==> src/rtl/phase_clk_gen.sv <==
module phase_clk_gen #(
  parameter int DIV_W   = 8,
  parameter int CODE_W  = 2,
  parameter int CTL_W   = 32,
  parameter int OUT_LSB = 8,
  parameter int SMP_LSB = 20
) (
  input  logic             clk_par,
  input  logic             rst_n,
  input  logic [DIV_W-1:0] div_ratio,
  input  logic [CTL_W-1:0] phase_ctl,
  output logic             ref_clk,
  output logic             out_clk,
  output logic             smp_clk
);

  localparam logic [DIV_W-1:0] MIN_DIV = DIV_W'(2);
  localparam int               PAD_W   = DIV_W - CODE_W;

  logic [DIV_W-1:0]  cnt_q, div_q;
  logic [CODE_W-1:0] ko_q, ks_q;
  logic              run_q;

  wire [DIV_W-1:0]  div_in = (div_ratio < MIN_DIV) ? MIN_DIV : div_ratio;
  wire [CODE_W-1:0] ko_in  = phase_ctl[OUT_LSB +: CODE_W];
  wire [CODE_W-1:0] ks_in  = phase_ctl[SMP_LSB +: CODE_W];

  wire              wrap  = !run_q || (cnt_q == div_q - 1'b1);
  wire [DIV_W-1:0]  cnt_n = wrap ? '0 : cnt_q + 1'b1;
  wire [DIV_W-1:0]  div_n = wrap ? div_in : div_q;
  wire [CODE_W-1:0] ko_n  = wrap ? ko_in : ko_q;
  wire [CODE_W-1:0] ks_n  = wrap ? ks_in : ks_q;
  wire [DIV_W-1:0]  half_n = div_n >> 1;

  function automatic logic shifted(input logic [DIV_W-1:0] c,
                                   input logic [DIV_W-1:0] d,
                                   input logic [CODE_W-1:0] k);
    logic [DIV_W:0] p;
    logic [DIV_W-1:0] kx;
    kx = {{PAD_W{1'b0}}, k};
    if (k == '0 || kx >= d) begin
      return !(c < (d >> 1));
    end
    p = {1'b0, c} + {1'b0, d} - {1'b0, kx};
    if (p >= {1'b0, d}) p = p - {1'b0, d};
    return p < {1'b0, d >> 1};
  endfunction

  always_ff @(posedge clk_par or negedge rst_n) begin
    if (!rst_n) begin
      run_q   <= 1'b0;
      cnt_q   <= '0;
      div_q   <= MIN_DIV;
      ko_q    <= '0;
      ks_q    <= '0;
      ref_clk <= 1'b0;
      out_clk <= 1'b0;
      smp_clk <= 1'b0;
    end else begin
      run_q   <= 1'b1;
      cnt_q   <= cnt_n;
      div_q   <= div_n;
      ko_q    <= ko_n;
      ks_q    <= ks_n;
      ref_clk <= cnt_n < half_n;
      out_clk <= shifted(cnt_n, div_n, ko_n);
      smp_clk <= shifted(cnt_n, div_n, ks_n);
    end
  end

  always @(negedge clk_par) begin
    if (!rst_n) begin
      p_low_in_reset_r1: assert (!ref_clk && !out_clk && !smp_clk)
        else $error("clocks not low during reset");
    end
  end

  p_rise_at_zero_r2: assert property (@(posedge clk_par) disable iff (!rst_n)
    $rose(ref_clk) |-> cnt_q == '0);

  p_code0_inverts_r3: assert property (@(posedge clk_par) disable iff (!rst_n)
    (run_q && ko_q == '0) |-> out_clk != ref_clk);

  p_delay1_r4: assert property (@(posedge clk_par) disable iff (!rst_n)
    (run_q && ko_q == 2'd1 && div_q > DIV_W'(1) && cnt_q >= DIV_W'(1))
      |-> out_clk == $past(ref_clk, 1));

  p_delay2_r4: assert property (@(posedge clk_par) disable iff (!rst_n)
    (run_q && ko_q == 2'd2 && div_q > DIV_W'(2) && cnt_q >= DIV_W'(2))
      |-> out_clk == $past(ref_clk, 2));

  p_delay3_r4: assert property (@(posedge clk_par) disable iff (!rst_n)
    (run_q && ks_q == 2'd3 && div_q > DIV_W'(3) && cnt_q >= DIV_W'(3))
      |-> smp_clk == $past(ref_clk, 3));

  p_fallback_r5: assert property (@(posedge clk_par) disable iff (!rst_n)
    (run_q && ks_q != '0 && {{PAD_W{1'b0}}, ks_q} >= div_q) |-> smp_clk != ref_clk);

  p_min_ratio_r6: assert property (@(posedge clk_par) disable iff (!rst_n)
    run_q |-> div_q >= MIN_DIV);

  p_hold_mid_period_r7: assert property (@(posedge clk_par) disable iff (!rst_n)
    (run_q && cnt_q != div_q - 1'b1) |=> ($stable(div_q) && $stable(ko_q) && $stable(ks_q)));

endmodule

==> config.mk <==
export PLATFORM = sky130hd
export DESIGN_NAME = phase_clk_gen
export DESIGN_NICKNAME = d
export VERILOG_FILES = /design/src/rtl/phase_clk_gen.sv
export SDC_FILE = /design/constraint.sdc
export NUM_CORES = 1
export LEC_CHECK = 0
export ABC_AREA = 1
export ABC_CLOCK_PERIOD_IN_PS = 6400
export BUFFER_PORTS_ARGS = -buffer_cell sky130_fd_sc_hd__buf_4
export CAP_MARGIN = 20
export CORE_MARGIN = 2
export CORE_UTILIZATION = 55
export CTS_BUF_LIST = sky130_fd_sc_hd__clkbuf_2 sky130_fd_sc_hd__clkbuf_4 sky130_fd_sc_hd__clkbuf_8
export DETAILED_ROUTE_END_ITERATION = 7
export PLACE_DENSITY = 0.85
export SLEW_MARGIN = 20
export SYNTH_ARGS = -nofsm -noshare
export SYNTH_HDL_FRONTEND = slang
export SYNTH_SLANG_ARGS = --single-unit
==> constraint.sdc <==
create_clock -name clk_par -period 6.4 [get_ports clk_par]
set_input_delay 0.64 -clock clk_par [delete_from_list [all_inputs] [get_ports clk_par]]
set_output_delay 0.64 -clock clk_par [all_outputs]
set_load 0.01 [all_outputs]
==> results.cfg <==
[setup_path]
crit_slowest_cell = dfstp_2
cp-start-kind = flip-flop
path_max_fanout = 7
rrSetupSlack_ns = 0.22
worstPathRequired_ns = 6.57
r2r-start = div_q[1]$_DFF_PN1_
crit_path_max_incr_delay_ns = 0.58
crit_top_cell = nand2_1
r2r-end = out_clk$_DFF_PN0_
cp.arrival_ns = 6.35
end_kind = flip-flop
reg2reg_depth = 41
crit_type = reg2reg

[die]
ioPinCount = 45
start_util = 0.5609
die_area_um2 = 7058
die_y_um = 84.01
row_count = 29
coreArea_um2 = 6277
die_x_um = 84.01

[final_layout]
stdcell_area_um2 = 4403
area_delta_synth_final_pct = 25.05
nets = 677
multi_input_area_um2 = 2892
area.sequential_um2 = 601.8
fin_cells = 655
nFillCells = 475
layout-drive-gt1-share = 0.2543
n_antenna_cell = 0

[pwr]
clkPwrFrac = 0.114
ir_drop_v = 0.0001945
power_density_nw_per_um2 = 275.6
seqPwrFrac = 0.146
internal_power_w = 0.0006359
p_leak_nw = 2.248
comb_power_share = 0.739
switching_share = 0.4760
switchingPower_w = 0.0005776

[clock_network]
cts_made_buffers = 3
path_clk_slew_ns = 0.10
cts_tree = built
clock_sinks = 24
clk_latency_ns = 0.28
clock_path_buffers = 2
postCtsHoldBufs = 0
cts-root-buf = clkbuf_8
cts-htree-levels = 1

[synthesis]
seq_area_frac_synth = 0.1709
synthCells = 519
post-synth-top-area-fraction = 0.1812
syn_area_per_cell_um2 = 6.784
synth.most_common_cell = nand2_1
synth.ff_latch_count = 24
synth_edf_count = 0
synth_area_um2 = 3521
syn-num-nets = 617
netlist_top_cells_area = ha_1 (18%), dfrtp_1 (16%), nand2_1 (14%)
yosysWarnings = 0
async_flop_share = 1.000
synth_ff_type = dfrtp_1
synth_cell_types = 45
synthTopCellsByCount = nand2_1 (127), inv_1 (77), ha_1 (51)
synth_top_cell_by_area = ha_1

[place]
place_ws_ns = 0.04392
placed_cell_area_um2 = 3914
gp_congestion = 1.019
dpl.cell_count = 636
dp_hpwl_um = 7590
io_buffers = 16

[sta]
fin_ws_ns = 0.2240
finalCritPeriodShare = 0.9650
rsz0062_at_grt = yes
clock_skew_ns = 0.01084
drv_slew = 0
finalSetupTns_ns = 0
fmax_mhz = 161.9
worst_pin_slew_ns = 0.6149
period_minus_slack_ns = 6.176
hold_viol = 0
relSlewSlack = 0.5857
final-setup-viol-count = 0

[status]
outcome = completed

[detailed_routing]
final_antenna_net_count = 0
num_vias = 3760
totalWireLength_um = 10640
post-route-drc-count = 0
drtIter0Drc = 244
vias_per_cell = 5.740
first_pass_iters = 5
wl_per_cell_um = 16.24

[grt]
grt_max_degree = 25
grt.overflow.total = 0
gr-usage-all-layers = 0.2745
antenna_found_initial = 0
grt_pass1_wl_um = 16050
grt_pass1_vias = 3643

[flow_run]
cap_violations = 0

[worst_hold_path]
min_path_type = in2async
## power groups by stage
stage                     Sequential, W  Clock (W)  Combinational, W
after floorplan                0.000180          0          0.000523
after global placement         0.000179          0          0.000679
after detailed placement       0.000180          0          0.000715
after CTS                      0.000176   0.000136          0.000720
after global routing           0.000179   0.000144          0.000991
final                          0.000178   0.000138          0.000897
## cell families (layout without fill, tap and decap cells)
family                     count (synthesis)  after routing  share of synthesized area
other                                      1              1                   0.001065
buffers and inverters                     86            144                    0.09489
DFF                                       24             24                     0.1709
and+or+nand+nor                          243            244                     0.3159
AOI/OAI and AO/OA                         78             78                     0.1304
xor gates and xnor gates                  31             31                    0.07711
adders and majority gates                 56             56                     0.2097
## what timing repair did
action                                  4_1_cts  5_1_grt
endpoints found under the setup margin        1        2
cloned                                        0        2
buffers inserted                              0       13
pin swaps                                     0       40
gates resized for setup                       1       71
## worst max-delay path: cells and delay by family (launching register included)
kind | cells | cell delay (ns)
AO/OA/AOI/OAI | 7 | 1.28
XOR/XNOR | 1 | 0.27
adder cells (fa/ha/maj) | 5 | 1.30
buffers and inverters | 7 | 0.72
flip-flops | 1 | 0.58
AND/OR/NAND/NOR | 21 | 1.92
## worst max-delay path by stage
| stage | endpoint | slack [ns] | cells after the start | from |
|---|---|---|---|---|
| 3_3_place_gp | out_clk$_DFF_PN0_ | 0.25 | 37 | div_q[1]$_DFF_PN1_ |
| 6_report | out_clk$_DFF_PN0_ | 0.22 | 41 | div_q[1]$_DFF_PN1_ |
| 5_1_grt | smp_clk$_DFF_PN0_ | -0.14 | 41 | div_q[1]$_DFF_PN1_ |
| 2_1_floorplan | out_clk$_DFF_PN0_ | 0.31 | 39 | div_q[1]$_DFF_PN1_ |
| 4_1_cts | out_clk$_DFF_PN0_ | 0.08 | 41 | div_q[1]$_DFF_PN1_ |
| 3_5_place_dp | smp_clk$_DFF_PN0_ | 0.04 | 46 | div_q[1]$_DFF_PN1_ |
## flip-flops by register name (all words and copies together) (netlist names)
register	cells
cnt_q	8
div_q	8
ko_q	2
ks_q	2
out_clk	1
ref_clk	1
run_q	1
smp_clk	1
## layer usage
metal	global-route usage	up-vias	part of all wire
met1	0.3276	1772	0.39
met2	0.5193	136	0.52
met4	0.09971	0	0.038
li1	-	1813	-
met3	0.009891	39	0.043
met5	0	-	0
## layout by cell type (no fill, tap or decap), types with 3 or more instances in the layout
cell type	n
ha_4	6
o21ai_1	10
inv_1	70
buf_4	54
xnor2_2	3
nor3_1	5
ha_1	43
xor2_2	4
a21oi_1	16
or2_2	5
nand2_1	121
nand4_1	4
o21bai_1	3
nand3_2	4
a21o_1	3
a21oi_2	6
nand3b_1	3
xor2_1	15
nand2_2	11
o21ai_2	5
nor2_1	34
fa_1	3
xnor2_1	9
and2_1	3
clkbuf_8	3
o21ai_0	18
dfrtp_1	23
nand3_1	31
nor2_4	6
inv_2	13
nor2_2	6
## per-stage QoR
| step | util | total power, W | hold slack, ns |
|---|---|---|---|
| floorplan | - | 0.0007024 | 0.3444 |
| global placement | 0.6235 | 0.0008572 | 0.5551 |
| detailed placement | 0.6235 | 0.0008943 | 0.5587 |
| CTS | 0.6356 | 0.001033 | 0.2568 |
| global route | 0.7014 | 0.001314 | 0.2663 |
| finish | 0.7014 | 0.001213 | 0.2413 |
## cell type report
class	instances	area share
Sequential cell	24	0.1367
Tap cell	77	0.02188
Multi-Input combinational cell	410	0.6567
Clock buffer	3	0.009378
Timing Repair Buffer	55	0.09463
Inverter	84	0.07218
Timing Repair inverter	1	0.001705
Clock inverter	1	0.006820
(Power assumes the default switching activity.)
